$ cat src/rtl/inb_win_pkg.sv
package inb_win_pkg;

    localparam int ADDR_W = 32;
    localparam int GRAN_W = 16;
    localparam int HI_W   = ADDR_W - GRAN_W;
    localparam int ATTR_W = 8;
    localparam int TGT_W  = 4;

    typedef struct packed {
        logic [HI_W-1:0]   size_m1;
        logic [ATTR_W-1:0] attr;
        logic [TGT_W-1:0]  tgt;
        logic              en;
    } win_ctrl_t;

    // Round a size-minus-one field up to the form 2^k-1 by smearing ones downward.
    function automatic logic [HI_W-1:0] smear_down(input logic [HI_W-1:0] v);
        logic [HI_W-1:0] r;
        r = v;
        for (int i = HI_W - 2; i >= 0; i--) begin
            r[i] = r[i] | r[i+1];
        end
        return r;
    endfunction

endpackage

$ cat src/rtl/inb_win_regs.sv
module inb_win_regs
    import inb_win_pkg::*;
#(
    parameter int NUM_WIN     = 6,
    parameter int NUM_STRIDED = 5,
    parameter int RAW         = 8
) (
    input  logic                        clk,
    input  logic                        rst_n,
    input  logic                        reg_we,
    input  logic [RAW-1:0]              reg_addr,
    input  logic [ADDR_W-1:0]           reg_wdata,
    output logic [ADDR_W-1:0]           reg_rdata,
    output win_ctrl_t [NUM_WIN-1:0]     win_ctrl,
    output logic [NUM_WIN-1:0][HI_W-1:0] win_base,
    output logic [NUM_WIN-1:0][HI_W-1:0] win_remap,
    output logic [HI_W-1:0]             bar_base,
    output logic [HI_W-1:0]             bar_size,
    output logic                        bar_en
);

    localparam int OFF_BAR_BASE = 'h00;
    localparam int OFF_BAR_CTRL = 'h04;
    localparam int OFF_STRIDED  = 'h20;
    localparam int OFF_EXTRA    = 'h80;
    localparam int STRIDE       = 16;
    localparam int SEL_CTRL     = 'h0;
    localparam int SEL_BASE     = 'h4;
    localparam int SEL_REMAP    = 'hC;

    function automatic logic [RAW-1:0] win_off(input int idx, input int sel);
        int o;
        if (idx < NUM_STRIDED) o = OFF_STRIDED + STRIDE * idx + sel;
        else                   o = OFF_EXTRA + STRIDE * (idx - NUM_STRIDED) + sel;
        return RAW'(o);
    endfunction

    always_ff @(posedge clk or negedge rst_n) begin
        if (!rst_n) begin
            win_ctrl  <= '0;
            win_base  <= '0;
            win_remap <= '0;
            bar_base  <= '0;
            bar_size  <= '0;
            bar_en    <= 1'b0;
        end else if (reg_we) begin
            if (reg_addr == RAW'(OFF_BAR_BASE)) bar_base <= reg_wdata[ADDR_W-1:GRAN_W];
            if (reg_addr == RAW'(OFF_BAR_CTRL)) begin
                bar_size <= reg_wdata[ADDR_W-1:GRAN_W];
                bar_en   <= reg_wdata[0];
            end
            for (int i = 0; i < NUM_WIN; i++) begin
                if (reg_addr == win_off(i, SEL_CTRL)) begin
                    win_ctrl[i].size_m1 <= reg_wdata[31:16];
                    win_ctrl[i].attr    <= reg_wdata[15:8];
                    win_ctrl[i].tgt     <= reg_wdata[7:4];
                    win_ctrl[i].en      <= reg_wdata[0];
                end
                if (reg_addr == win_off(i, SEL_BASE))  win_base[i]  <= reg_wdata[ADDR_W-1:GRAN_W];
                if (reg_addr == win_off(i, SEL_REMAP)) win_remap[i] <= reg_wdata[ADDR_W-1:GRAN_W];
            end
        end
    end

    always_comb begin
        reg_rdata = '0;
        if (reg_addr == RAW'(OFF_BAR_BASE)) reg_rdata = {bar_base, {GRAN_W{1'b0}}};
        if (reg_addr == RAW'(OFF_BAR_CTRL)) reg_rdata = {bar_size, {(GRAN_W-1){1'b0}}, bar_en};
        for (int i = 0; i < NUM_WIN; i++) begin
            if (reg_addr == win_off(i, SEL_CTRL))
                reg_rdata = {win_ctrl[i].size_m1, win_ctrl[i].attr, win_ctrl[i].tgt, 3'b000, win_ctrl[i].en};
            if (reg_addr == win_off(i, SEL_BASE))  reg_rdata = {win_base[i],  {GRAN_W{1'b0}}};
            if (reg_addr == win_off(i, SEL_REMAP)) reg_rdata = {win_remap[i], {GRAN_W{1'b0}}};
        end
    end

endmodule

$ cat src/rtl/inb_win_match.sv
module inb_win_match
    import inb_win_pkg::*;
#(
    parameter int NUM_WIN = 6
) (
    input  logic [ADDR_W-1:0]            addr,
    input  win_ctrl_t [NUM_WIN-1:0]      win_ctrl,
    input  logic [NUM_WIN-1:0][HI_W-1:0] win_base,
    input  logic [HI_W-1:0]              bar_base,
    input  logic [HI_W-1:0]              bar_size,
    input  logic                         bar_en,
    output logic                         bar_ok,
    output logic [NUM_WIN-1:0]           hit
);

    logic [HI_W-1:0] addr_hi;
    logic [HI_W-1:0] bar_mask;

    assign addr_hi  = addr[ADDR_W-1:GRAN_W];
    assign bar_mask = smear_down(bar_size);
    assign bar_ok   = bar_en && (((addr_hi ^ bar_base) & ~bar_mask) == '0);

    for (genvar g = 0; g < NUM_WIN; g++) begin : g_win
        logic claim;
        assign claim  = win_ctrl[g].en && ((addr_hi & ~win_ctrl[g].size_m1) == win_base[g]);
        assign hit[g] = claim && bar_ok;
    end

endmodule

$ cat src/rtl/inb_win_prio.sv
module inb_win_prio #(
    parameter int NUM_WIN = 6,
    localparam int IDX_W  = $clog2(NUM_WIN)
) (
    input  logic [NUM_WIN-1:0] hit,
    output logic [NUM_WIN-1:0] grant,
    output logic [IDX_W-1:0]   sel,
    output logic               any
);

    always_comb begin
        grant = '0;
        sel   = '0;
        for (int i = NUM_WIN - 1; i >= 0; i--) begin
            if (hit[i]) begin
                grant    = '0;
                grant[i] = 1'b1;
                sel      = IDX_W'(i);
            end
        end
    end

    assign any = |hit;

endmodule

$ cat src/rtl/inb_win_decoder.sv
module inb_win_decoder
    import inb_win_pkg::*;
#(
    parameter int NUM_WIN     = 6,
    parameter int NUM_STRIDED = 5,
    parameter int RAW         = 8
) (
    input  logic              clk,
    input  logic              rst_n,
    input  logic              reg_we,
    input  logic [RAW-1:0]    reg_addr,
    input  logic [31:0]       reg_wdata,
    output logic [31:0]       reg_rdata,
    input  logic              lk_valid,
    input  logic [31:0]       lk_addr,
    output logic              res_valid,
    output logic              res_miss,
    output logic [3:0]        res_target,
    output logic [7:0]        res_attr,
    output logic [31:0]       res_addr
);

    localparam int IDX_W = $clog2(NUM_WIN);

    win_ctrl_t [NUM_WIN-1:0]      win_ctrl;
    logic [NUM_WIN-1:0][HI_W-1:0] win_base;
    logic [NUM_WIN-1:0][HI_W-1:0] win_remap;
    logic [HI_W-1:0]              bar_base;
    logic [HI_W-1:0]              bar_size;
    logic                         bar_en;
    logic                         bar_ok;
    logic [NUM_WIN-1:0]           hit;
    logic [NUM_WIN-1:0]           grant;
    logic [IDX_W-1:0]             sel;
    logic                         any;

    inb_win_regs #(.NUM_WIN(NUM_WIN), .NUM_STRIDED(NUM_STRIDED), .RAW(RAW)) u_regs (
        .clk(clk), .rst_n(rst_n), .reg_we(reg_we), .reg_addr(reg_addr),
        .reg_wdata(reg_wdata), .reg_rdata(reg_rdata),
        .win_ctrl(win_ctrl), .win_base(win_base), .win_remap(win_remap),
        .bar_base(bar_base), .bar_size(bar_size), .bar_en(bar_en)
    );

    inb_win_match #(.NUM_WIN(NUM_WIN)) u_match (
        .addr(lk_addr), .win_ctrl(win_ctrl), .win_base(win_base),
        .bar_base(bar_base), .bar_size(bar_size), .bar_en(bar_en),
        .bar_ok(bar_ok), .hit(hit)
    );

    inb_win_prio #(.NUM_WIN(NUM_WIN)) u_prio (
        .hit(hit), .grant(grant), .sel(sel), .any(any)
    );

    win_ctrl_t         ctrl_sel;
    logic [HI_W-1:0]   remap_sel;
    logic [ADDR_W-1:0] win_mask;
    logic [ADDR_W-1:0] xlat;

    always_comb begin
        ctrl_sel  = win_ctrl[sel];
        remap_sel = win_remap[sel];
        win_mask  = {ctrl_sel.size_m1, {GRAN_W{1'b1}}};
        if (remap_sel == '0) xlat = lk_addr;
        else                 xlat = ({remap_sel, {GRAN_W{1'b0}}} & ~win_mask) | (lk_addr & win_mask);
    end

    always_ff @(posedge clk or negedge rst_n) begin
        if (!rst_n) begin
            res_valid  <= 1'b0;
            res_miss   <= 1'b0;
            res_target <= '0;
            res_attr   <= '0;
            res_addr   <= '0;
        end else begin
            res_valid <= lk_valid;
            if (lk_valid) begin
                res_miss   <= !any;
                res_target <= any ? ctrl_sel.tgt  : '0;
                res_attr   <= any ? ctrl_sel.attr : '0;
                res_addr   <= any ? xlat          : '0;
            end
        end
    end

endmodule

$ cat config.mk
export PLATFORM = sky130hd
export DESIGN_NAME = inb_win_decoder
export DESIGN_NICKNAME = d
export VERILOG_FILES = /design/src/rtl/inb_win_pkg.sv /design/src/rtl/inb_win_regs.sv /design/src/rtl/inb_win_match.sv /design/src/rtl/inb_win_prio.sv /design/src/rtl/inb_win_decoder.sv
export SDC_FILE = /design/constraint.sdc
export NUM_CORES = 1
export LEC_CHECK = 0
export BUFFER_PORTS_ARGS = -buffer_cell sky130_fd_sc_hd__buf_2
export CAP_MARGIN = 20
export CORE_MARGIN = 5
export CORE_UTILIZATION = 45
export CTS_BUF_LIST = sky130_fd_sc_hd__clkbuf_2
export CTS_CLUSTER_SIZE = 16
export DETAILED_ROUTE_END_ITERATION = 6
export PLACE_DENSITY_LB_ADDON = 0.08
export SYNTH_ARGS = -nofsm -noshare
export SYNTH_HDL_FRONTEND = slang
export SYNTH_SLANG_ARGS = --single-unit
$ cat constraint.sdc
create_clock -name clk -period 4.06 [get_ports clk]
set_clock_uncertainty 0.05 [all_clocks]
set_input_delay 0.406 -clock clk [delete_from_list [all_inputs] [get_ports clk]]
set_output_delay 0.406 -clock clk [all_outputs]
set_load 0.01 [all_outputs]
# Word-level counts from Yosys, hierarchy flattened
# Index checks and enable logic that the tools add are counted.
op_classes:
  bitwise_logic: 34
  magnitude_cmp: 1
  muxes: 52
  n_reduce_logical: 38
  n_eq_ne: 43
ops:
  columns: ["operator", "n"]
  rows:
  - ["32-bit 2-to-1 mux", 22]
  - ["8-bit 2-to-1 mux", 19]
  - ["8-bit equality test", 18]
  - ["16-bit bitwise AND", 7]
  - ["16-bit inverter", 7]
  - ["16-bit equality test", 6]
  - ["29-bit binary-select mux with 3-bit select", 1]
  - ["8-bit by 7-bit equality test with 1-bit output (second input constant)", 9]
  - ["32-bit bitwise AND", 2]
  - ["16-bit binary-select mux with 3-bit select", 1]
  - ["8-bit by 6-bit equality test with 1-bit output (second input constant)", 6]
  - ["2-bit AND reduction", 20]
  - ["16-bit zero test", 2]
  - ["32-bit inverter", 1]
  - ["32-bit bitwise OR", 1]
  - ["29-bit 2-to-1 mux", 1]
  - ["8-bit equality test (second input constant)", 3]
  - ["3-bit 2-to-1 mux", 6]
  - ["16-bit 2-to-1 mux", 1]
  - ["16-bit XOR", 1]
  - ["1-bit bitwise OR", 15]
  - ["1-bit logical AND", 13]
  - ["8-bit by 3-bit equality test with 1-bit output (second input constant)", 1]
  - ["8-bit zero test", 1]
  - ["4 further kinds", 4]
totals:
  out_inout_bits: 78
  reg_bits: 445
  elab_cells: 212
  input_bits: 76

# Depth between registers and ports, before layout
# Gate-level depths: netlist (run 1).
logic_depth:
  ltp_word: 33
  depth_mapped: 18
  ltp_nobuf: 13

# Hierarchy
# From an unflattened synthesis (run 1), not the netlist that was laid out.
hier_totals:
  cells_unflattened: 2349
  hier_area_um2: 25809.8
modules_own_cells:
  columns: ["mod", "seq_area_each_um2", "area_per_inst_um2", "instances", "cells_per_inst"]
  rows:
  - ["inb_win_regs", 9984.6, 19372.3, 1, 1604]
  - ["inb_win_decoder", 1151.1, 4362.9, 1, 454]
  - ["inb_win_match", 0.0, 1980.6, 1, 274]
  - ["inb_win_prio", 0.0, 93.8, 1, 17]

# Worst setup path after synthesis (run 1)
# Ideal clock, no wire load.
synth_path:
  path_kind: "reg-to-reg"
  startpoint: "reg u_regs.bar_size[14]"
  endpoint: "reg res_addr[16]"
  n_path_buf: 4
  period_less_slack_ps: 4422
  setup_ps: 101
  arrival_time_ps: 4271
  required_ps: 3909
  setup_slack_ps: -362
  stages_incl_launch_ff: 18
  cell_sequence: "dfrtp_1 -> or3_1 -> or4_1 -> or4_1 -> nor4_2 -> or4_1 -> a41oi_2 -> nand2b_4 -> buf_6 -> buf_6 -> o221ai_1 -> mux2i_1 -> or4_1 -> or4_1 -> buf_2 -> buf_6 -> and3_1 -> o32ai_1"
synth_via:
  elab_chain_len: 33
  elab_cells_between_ends: 43
  classes_between: "12 x mux; 21 x bitwise; 10 x reduce/logical"
synth_lines:
  columns: ["element", "line", "text"]
  rows:
  - ["start, declared", "inb_win_regs.sv:18", "output logic [HI_W-1:0] bar_size,"]
  - ["start signal, assigned", "inb_win_regs.sv:49", "bar_size <= reg_wdata[ADDR_W-1:GRAN_W];"]
  - ["1-bit bitwise OR *", "inb_win_pkg.sv:21", "r[i] = r[i] | r[i+1];"]
  - ["1-bit bitwise OR (14 in a row)", "inb_win_pkg.sv:21", null]
  - ["16-bit inverter *", "inb_win_match.sv:21", "assign bar_ok = bar_en && (((addr_hi ^ bar_base) & ~bar_mask) == '0);"]
  - ["16-bit bitwise AND *", "inb_win_match.sv:21", null]
  - ["16-bit zero test *", "inb_win_match.sv:21", null]
  - ["1-bit logical AND *", "inb_win_match.sv:21", null]
  - ["1-bit logical AND", "inb_win_match.sv:26", "assign hit[g] = claim && bar_ok;"]
  - ["3-bit 2-to-1 mux (6 in a row)", "inb_win_prio.sv:15", "if (hit[i]) begin"]
  - ["29-bit binary-select mux with 3-bit select", "inb_win_decoder.sv:60", "ctrl_sel = win_ctrl[sel];"]
  - ["29-bit 2-to-1 mux (not written as such)", "inb_win_decoder.sv:60", null]
  - ["32-bit inverter", "inb_win_decoder.sv:64", "else xlat = ({remap_sel, {GRAN_W{1'b0}}} & ~win_mask) | (lk_addr & win_mask);"]
  - ["32-bit bitwise AND", "inb_win_decoder.sv:64", null]
  - ["32-bit bitwise OR", "inb_win_decoder.sv:64", null]
  - ["32-bit 2-to-1 mux", "inb_win_decoder.sv:63", "if (remap_sel == '0) xlat = lk_addr;"]
  - ["32-bit 2-to-1 mux *", "inb_win_decoder.sv:80", "res_addr <= any ? xlat : '0;"]
  - ["end signal, assigned", "inb_win_decoder.sv:80", null]
  - ["end, declared", "inb_win_decoder.sv:20", "output logic [31:0] res_addr"]
# Mark *: on every way between the ends. The rest lies on a longest branch, timed or not. The select of a mux whose other input is x is not followed.
# A chain may end at the register's enable or synchronous reset.

# Worst setup path after layout (run 1)
layout_path:
  startpoint: "reg u_regs.bar_size[14]"
  endpoint: "reg res_addr[17]"
# The elaborated chain is that of the path after synthesis.

==> results summary, run 1 <==
Setup total negative slack on the finished layout was measured at -8810 ps. The portion of synthesized cell area occupied by the leading cell type came out at 46.6%. For this run the aggregate overflow at the end of global routing stands at 0. No sink is reached through more buffers than the 3 on the longest clock path. The pre-CTS setup slack is -873 ps. Headroom to the max-slew limit came out at slightly below 30%. The synthesized area per cell came out at between 10 and 15 µm². For the worst setup path, the data arrival time is roughly 5700 ps.

The number of distinct standard cells referenced by the synthesized netlist came out at 56. The via count of the first global-routing pass came out at 20.3k. The vias after detailed routing is 20.3k. The most common cell after layout, fill and taps aside is sky130_fd_sc_hd__dfrtp_1.

For this run, the leading register cell type out of synthesis is sky130_fd_sc_hd__dfrtp_1. In the global route stage, met3 resource usage came out at 8.01%. The die is about 240 µm wide. The HPWL reported at the end of detailed placement is between 60,000 and 70,000 µm. The power density over the cells came out at 318 nW/µm². The row count is 84. The total iterations of the first detailed-routing run came out at 7. The number of antenna violations at the first check in global routing is 6. The endpoint required time on the critical path is 5090 ps. The checks that failed: DRC, setup timing.

The sequential share of the synthesized area is a little under half. met1 is the most crowded layer. The clock-pin slew on the worst setup and hold paths is 120 ps. Setup repair after global routing could not meet its margin everywhere. In this run the power spent charging and discharging nets is a little under 3 mW. The residual DRC count came out at 4. Of the cells placed in the final design, the portion with a size suffix greater than 1 is 42.4%. For this configuration, the core starts out at a cell density of 45.5%.

The number of DRC markers in iteration 0 came out at ~2.2k. The I/O pin total came out at 154. The run finished, with violations left. The post-place instance area is 27,300 µm².

The final critical path time including I/O delays and setup came out at 4660 ps. The number of levels the H-tree was split into is 3. The TritonCTS buffer count is 120.

The count of clock tree sinks came out at 445. For met1 alone, demand over resource in global routing was 48.5%. The total global routing track utilization is 32.6%. The count of filler cells inserted in the layout is between 4k and 5k. The average wire per cell in the routed design is 28.3 µm. The last weighted congestion value of the routability-driven placer is about 0.97. The first global-routing pass estimated ~140,000 µm of wire. In this run the standard cell core region covers 52,600 µm². By startpoint and endpoint, the worst setup path is classified as reg2reg. The proportion of power drawn by combinational gates came out at 15.4%.

The insertion delay of the later-clocked pin in the worst-skew pair came out at 1230 ps. In the layout the commonest cells are 444 x sky130_fd_sc_hd__dfrtp_1, 433 x sky130_fd_sc_hd__mux2_2, 274 x sky130_fd_sc_hd__buf_4, 180 x sky130_fd_sc_hd__clkbuf_2, 145 x sky130_fd_sc_hd__buf_2. The final worst slack came out at -602 ps.

Counting flops with a built-in enable in the synthesized netlist gives 0. The final worst-path cycle share came out at 115%. The core utilization of the finished layout is 57.2%.

The synthesized instance count came out at 2,100. STA classifies the critical path endpoint as a flop. The fraction of power spent switching nets is between 30 and 40%. The final wirelength is 96,400 µm. In the global route stage, met2 resource usage came out at roughly 48%. The number of synthesis warnings came out at 0.

The cell area after synthesis is between 20,000 and 25,000 µm². The share of total power dissipated in the clock network is 34.1%. With fillers left out, the area of the finished cells amounts to 30,000 µm². The number of failing hold endpoints at the final stage came out at 0. From synthesis to final layout, the design area changed by 25.7%. The share of total power dissipated in sequential elements is 50.4%. The worst ir drop on vdd came out at 0.187 mV.

The max-slew violation count was 0. The class of the tightest hold or removal check is in2reg. The biggest area contributor in the post-synthesis netlist is sky130_fd_sc_hd__dfrtp_1. The die covers around 58,000 µm². The die extent in y came out at 240 µm. At the pin with the least slew margin, the transition time is between 1000 and 1500 ps. The number of buffers added on ports came out at 147. The leakage power total is between 10 and 15 nW. Counting flops with an async set or reset pin after synthesis yields a share of 100%. The max-capacitance violation count is 0. CTS placed an instance of sky130_fd_sc_hd__clkbuf_2 at the clock tree root.

The final antenna-violating net count is 0. The internal power of the cells totals ~6.6 mW. The peak fanout along the critical path came out at 6. Setup violations remaining at the end of the flow were counted as 16. The final net count is 2,699. By area the synthesized netlist is led by sky130_fd_sc_hd__dfrtp_1 47%, sky130_fd_sc_hd__mux2_2 20%, sky130_fd_sc_hd__mux2i_1 5.4%. The fmax is ~210 MHz. The largest net degree at the start of global routing came out at 94. The post-detailed-route via-to-cell ratio is 5.94. The number of synthesized register bits came out at ~450.

STA classifies the critical path startpoint as a flop. The clock tree from TritonCTS is done. The worst hold slack after final layout came out at 150 ps.
## layer usage
layer / up-vias / wire length [µm]
met4: 0 / 2350
met1: 10371 / 42800
li1: 8793 / -
met3: 156 / 9060
met2: 952 / 42200
met5: - / 0
## Yosys cell counts, types with 10 or more instances
master	instances
sky130_fd_sc_hd__dfrtp_1	445
sky130_fd_sc_hd__mux2_2	435
sky130_fd_sc_hd__mux2i_1	128
sky130_fd_sc_hd__clkbuf_1	121
sky130_fd_sc_hd__a21oi_1	113
sky130_fd_sc_hd__xnor2_1	108
sky130_fd_sc_hd__nor2_1	101
sky130_fd_sc_hd__nor2b_1	93
sky130_fd_sc_hd__nand2_1	88
sky130_fd_sc_hd__nand2b_1	47
sky130_fd_sc_hd__a222oi_1	44
sky130_fd_sc_hd__inv_1	44
sky130_fd_sc_hd__o21ai_0	43
sky130_fd_sc_hd__nand4_1	41
sky130_fd_sc_hd__o221ai_1	33
sky130_fd_sc_hd__buf_1	24
sky130_fd_sc_hd__nand3_1	20
sky130_fd_sc_hd__nor3_1	14
sky130_fd_sc_hd__o22ai_1	13
sky130_fd_sc_hd__a221oi_1	12
sky130_fd_sc_hd__mux4_2	12
sky130_fd_sc_hd__a22oi_1	11
sky130_fd_sc_hd__and3_1	10
## area by class of cell
type | count | area, µm² | share of cell area (%)
diodes | 8 | 20.0 | 0.0667
clock buffers | 180 | 901 | 3.00
clock inverters | 33 | 168 | 0.558
inverters | 44 | 165 | 0.550
multi-input cells | 1458 | 12400 | 41.3
flip-flops and latches | 445 | 11100 | 37.1
well taps | 688 | 861 | 2.87
repair buffers | 554 | 4370 | 14.6
## what timing repair did
| item | CTS | global route |
|---|---|---|
| gates cloned | 0 | 3 |
| hold endpoints to repair | 890 | 0 |
| hold buffers | 112 | 0 |
| buffers inserted | 8 | 4 |
| endpoints found under the setup margin | 21 | 26 |
| resized for setup | 26 | 28 |
| pin swaps | 9 | 15 |
## final timing paths
check,slack (ps),startpoint,cells after the start,to
setup / recovery,-600,u_regs.bar_size[14],15,res_addr[17]
hold / removal,150,reg_addr[4],6,u_regs.win_ctrl[57]
setup reg to reg,-600,u_regs.bar_size[14],15,res_addr[17]
hold reg to reg,450,res_miss,2,res_miss
max in group asynchronous,2900,rst_n,4,u_regs.win_remap[89]
min in group asynchronous,370,rst_n,4,u_regs.win_ctrl[50]
## state kept, by name, summed over array words and instances, names as in the netlist
signal / cells
res_miss: 1
res_target: 4
res_valid: 1
u_regs.win_base: 96
u_regs.bar_size: 16
u_regs.bar_base: 16
res_attr: 8
u_regs.bar_en: 1
u_regs.win_ctrl: 174
u_regs.win_remap: 96
res_addr: 32
## metrics by stage
stage,std cells,power [mW]
6_report,3410,9.55
5_1_grt,3408,9.95
3_3_place_gp,3063,6.12
4_1_cts,3395,9.52
2_1_floorplan,2102,5.49
3_5_place_dp,3063,6.14
## critical path: stages (launching register included)
cell and delay, ps:
sky130_fd_sc_hd__dfrtp_1 390, sky130_fd_sc_hd__or3_4 390, sky130_fd_sc_hd__or4_4 420, sky130_fd_sc_hd__or4_4 480, sky130_fd_sc_hd__nor4_4 190, sky130_fd_sc_hd__or4_4 230
sky130_fd_sc_hd__a41oi_2 50, sky130_fd_sc_hd__nand2b_4 210, sky130_fd_sc_hd__clkbuf_16 190, sky130_fd_sc_hd__o221ai_4 150, sky130_fd_sc_hd__mux2i_2 120, sky130_fd_sc_hd__or4_1 490
sky130_fd_sc_hd__or4_4 620, sky130_fd_sc_hd__buf_4 190, sky130_fd_sc_hd__and3_1 180, sky130_fd_sc_hd__o32ai_2 220
## kinds of logic after synthesis
family                    count (synthesis)  synth area share [%]
DFF                                     445                  46.6
buffers and inverters                   199                  3.29
other                                     1                0.0157
AOI/OAI and AO/OA                       322                  9.32
and+or+nand+nor                         446                  9.68
muxes                                   575                  27.0
xor gates and xnor gates                112                  4.11
## power groups by stage
stage / registers [mW] / logic [mW] / clock network [mW]
finish: 4.82 / 1.47 / 3.26
global route: 4.83 / 1.56 / 3.55
CTS: 4.80 / 1.37 / 3.35
detailed placement: 4.89 / 1.25 / 0
global placement: 4.88 / 1.23 / 0
floorplan: 4.84 / 0.647 / 0
No activity file was read; power rests on OpenSTA's default activity.
==> run 2, diff against run 1 <==
PLACE_DENSITY = 0.69   (was not set)
PLACE_DENSITY_LB_ADDON = not set   (was 0.08)
SLEW_MARGIN = 10   (was not set)
==> run 2 against run 1 <==
  * The run ends with setup timing left
  * First-iteration DRC count is 8.7% higher
  * Hold slack worse by 24 ps
  * Clock power is 6.1% lower
  * Register-to-register slack worse by 80 ps
  * Sequential share of layout area is 0.18 points higher
  * Combinational power hardly changed
  * Global-route usage is 0.94 points lower
  * Via count is 1.7% higher
  * Sequential power hardly changed
  * Die area stayed put
  * Critical path type unchanged
  * Critical endpoint is now res_addr[30]
  * Largest cell class unchanged
==> results summary, run 2 (synthesis gave the netlist of run 1 again) <==
The flow ran to the end, but the final reports show violations. The checks that failed: setup timing. The area of the multi-input gates was 12,400 µm² (-0.38%). The residual DRC count is 0 (-4). The class of the tightest hold or removal check is in2reg. The power density over the cells came out at 312 nW/µm² (-1.8%).

The worst register-to-register path begins at u_regs.bar_size[13]. The wire length of the first global-routing pass was 136,000 µm (-2.2%). The count of filler cells inserted in the layout came out at 4,476 (-3.9%). The total global routing track utilization came out at 31.6% (-0.94 points). The TritonCTS buffer count is 114 (-5.0%). The initial standard-cell utilization of the core is 45.5% (unchanged).

The largest registers in the layout are u_regs.win_ctrl x174, u_regs.win_base x96, u_regs.win_remap x96. The largest net degree at the start of global routing is 89 (-5.3%). The number of buffers added on ports came to 147 (unchanged). The final worst slack is -685 ps (-82.7 ps). The via count of the first global-routing pass is 20.7k (+2.1%). The final antenna-violating net count is 0 (unchanged).

The post-place instance area is 27,200 µm² (-0.39%). The total instance count after detailed placement is 3,059 (-0.13%). The insertion delay of the later-clocked pin in the worst-skew pair came out at 1190 ps (-40 ps). The final total negative setup slack was -10,080 ps (-1270 ps). The die extent in y came out at 240 µm (unchanged). Setup repair after global routing could not meet its margin everywhere.

The core area is 52,600 µm² (unchanged). The post-layout instance area was 29,900 µm² (-0.49%). The max-capacitance violation count came out at 0 (unchanged). The peak fanout along the critical path is 7 (+1). The top cell types in the final layout, fill and taps aside, are 444 x sky130_fd_sc_hd__dfrtp_1, 433 x sky130_fd_sc_hd__mux2_2, 272 x sky130_fd_sc_hd__buf_4, 159 x sky130_fd_sc_hd__clkbuf_2, 145 x sky130_fd_sc_hd__buf_2.

The category of the most critical setup path is reg2reg. The area of all sequential standard cells came to 11,100 µm² (unchanged). The flop-to-flop setup slack came out at -690 ps (-80 ps). The final worst-path cycle share is 117% (+2.0 points).

The worst setup path is captured at a flop. The total iterations of the first detailed-routing run came out at 6 (-1). The register with the most flip-flops is u_regs.win_ctrl.

The last weighted congestion value of the routability-driven placer came out at 1.01 (+4.1%). The capture point of the worst path is res_addr[30]. The count of clock tree sinks is 445 (unchanged). The clock tree from TritonCTS is done. The endpoint required time on the critical path came out at 5010 ps (-80 ps). The clock-pin slew on the worst setup and hold paths is 120 ps (about the same).

The number of failing hold endpoints at the final stage is 0 (unchanged). The delay of the slowest cell on the worst path was 550 ps (-70 ps). The row count came to 84 (unchanged). The HPWL reported at the end of detailed placement came to 64,400 µm (-4.3%). The start point of the critical path is u_regs.bar_size[13]. The kind of launch point of the worst setup path is a flop. The vias after detailed routing is 20.6k (+1.7%). The number of flip-flops in the largest register is 174 (unchanged). The library cell used most frequently in the layout, excluding fill and tap cells, is sky130_fd_sc_hd__dfrtp_1. The final cell count without fillers is 3,390 (-0.59%). The share of layout cells above drive strength 1 is 41.7% (-0.69 points). The data arrival time at the worst-slack endpoint is 5700 ps (about the same). The final net count came out at 2,692 (-0.26%). The number of DRC markers in iteration 0 is 2,382 (+8.7%).

The total power came out at 9.33 mW (-2.3%). The final critical path time including I/O delays and setup came to 4750 ps (+82.7 ps). The post-detailed-route via-to-cell ratio is 6.08 (+2.3%). The max-slew violation count is 0 (unchanged).

The die footprint came out at 57,800 µm² (unchanged). The count of cells along the worst register-to-register path is 15 (unchanged). The leakage power total came out at 14.7 nW (-0.58%). The number of levels the H-tree was split into is 3 (unchanged). The die outline width is 240 µm (unchanged). The cell with the biggest individual delay on the critical path is sky130_fd_sc_hd__or4_4. The worst ir drop on vdd is 0.162 mV (-13%). The critical path goes through or3_4, or4_4, or4_4, nor4_4, or4_4, a41oi_4, nand2b_4, buf_12, o221ai_2, mux2i_2, or4_4, or4_4, clkbuf_16, a21oi_1, o32ai_2. The total congestion overflow after global routing is 0 (unchanged).

The worst register-to-register path ends at res_addr[30]. The final wirelength came out at 93,300 µm (-3.2%). The worst slew margin relative to its limit is 37.6% (+8.3 points). The pin slew with the least headroom to its limit was 936 ps (-122 ps).

The I/O pin total came out at 154 (unchanged). The fmax came out at 211 MHz (-1.7%). The cell sitting at the root of the clock tree is a sky130_fd_sc_hd__clkbuf_2. The average wire per cell in the routed design came out at 27.5 µm (-2.6%). The final count of negative-setup-slack endpoints is 16 (unchanged). The growth of design area from synthesis to finish came out at 25.1%. The maximum root-to-sink buffer count was 3 (unchanged). The library cell appearing most often on the critical path is sky130_fd_sc_hd__or4_4. The number of antenna violations at the first check in global routing is 6 (unchanged).
## run 2: how the worst min path moves through the flow
| stage | startpoint | endpoint | slack, ps | cells past startpoint |
|---|---|---|---|---|
| 2_1_floorplan | rst_n | res_addr[0] | 60 | 0 |
| 3_3_place_gp | res_miss | res_miss | 440 | 2 |
| 3_5_place_dp | res_miss | res_miss | 430 | 2 |
| 4_1_cts | reg_wdata[9] | u_regs.win_ctrl[93] | 0.9 | 3 |
| 5_1_grt | reg_wdata[4] | u_regs.win_ctrl[1] | 80 | 3 |
| 6_report | reg_wdata[0] | u_regs.win_ctrl[87] | 130 | 3 |
## run 2: per-stage QoR
| step | utilization, % | hold slack, ps | setup slack, ps |
|---|---|---|---|
| after floorplan | - | 60.4 | -349 |
| final | 56.9 | 126 | -685 |
| after global placement | 51.8 | 438 | -768 |
| after CTS | 56.2 | 0.898 | -518 |
| after global routing | 56.9 | 82.4 | -804 |
| after detailed placement | 51.8 | 430 | -819 |
## run 2: area by class of cell
type,count,share of cell area (%)
Sequential cell,445,37.3
Clock inverter,40,0.641
Timing Repair Buffer,552,14.6
Antenna cell,3,0.0251
Inverter,44,0.553
Clock buffer,159,2.66
Tap cell,688,2.88
Multi-Input combinational cell,1459,41.4
## run 2: critical path: cells and delay by family (launching register included)
family / cells / cell delay (ps)
AND/OR/NAND/NOR: 8 / 3070
flip-flops: 1 / 390
multiplexers: 1 / 110
buffers and inverters: 2 / 390
AO/OA/AOI/OAI: 4 / 570
## run 2: layer usage
metal  vias up  track usage (%)  wire length, µm
met3       224             9.47            10800
met1     10421             43.4            37600
met2      1174             46.7            40600
met5         -                0               25
li1       8784                -                -
met4         4             13.8             4290
## run 2: repair_timing
item,CTS,global route
resized for setup,26,29
endpoints found under the setup margin,24,44
pin swaps,7,9
gates cloned,1,3
hold buffers,111,0
buffers inserted,7,6
hold endpoints to repair,890,0
## run 2: where the power goes
group	internal, mW	switching [mW]
Sequential	4.63	0.186
Combinational	0.698	0.763
Clock	1.13	1.93
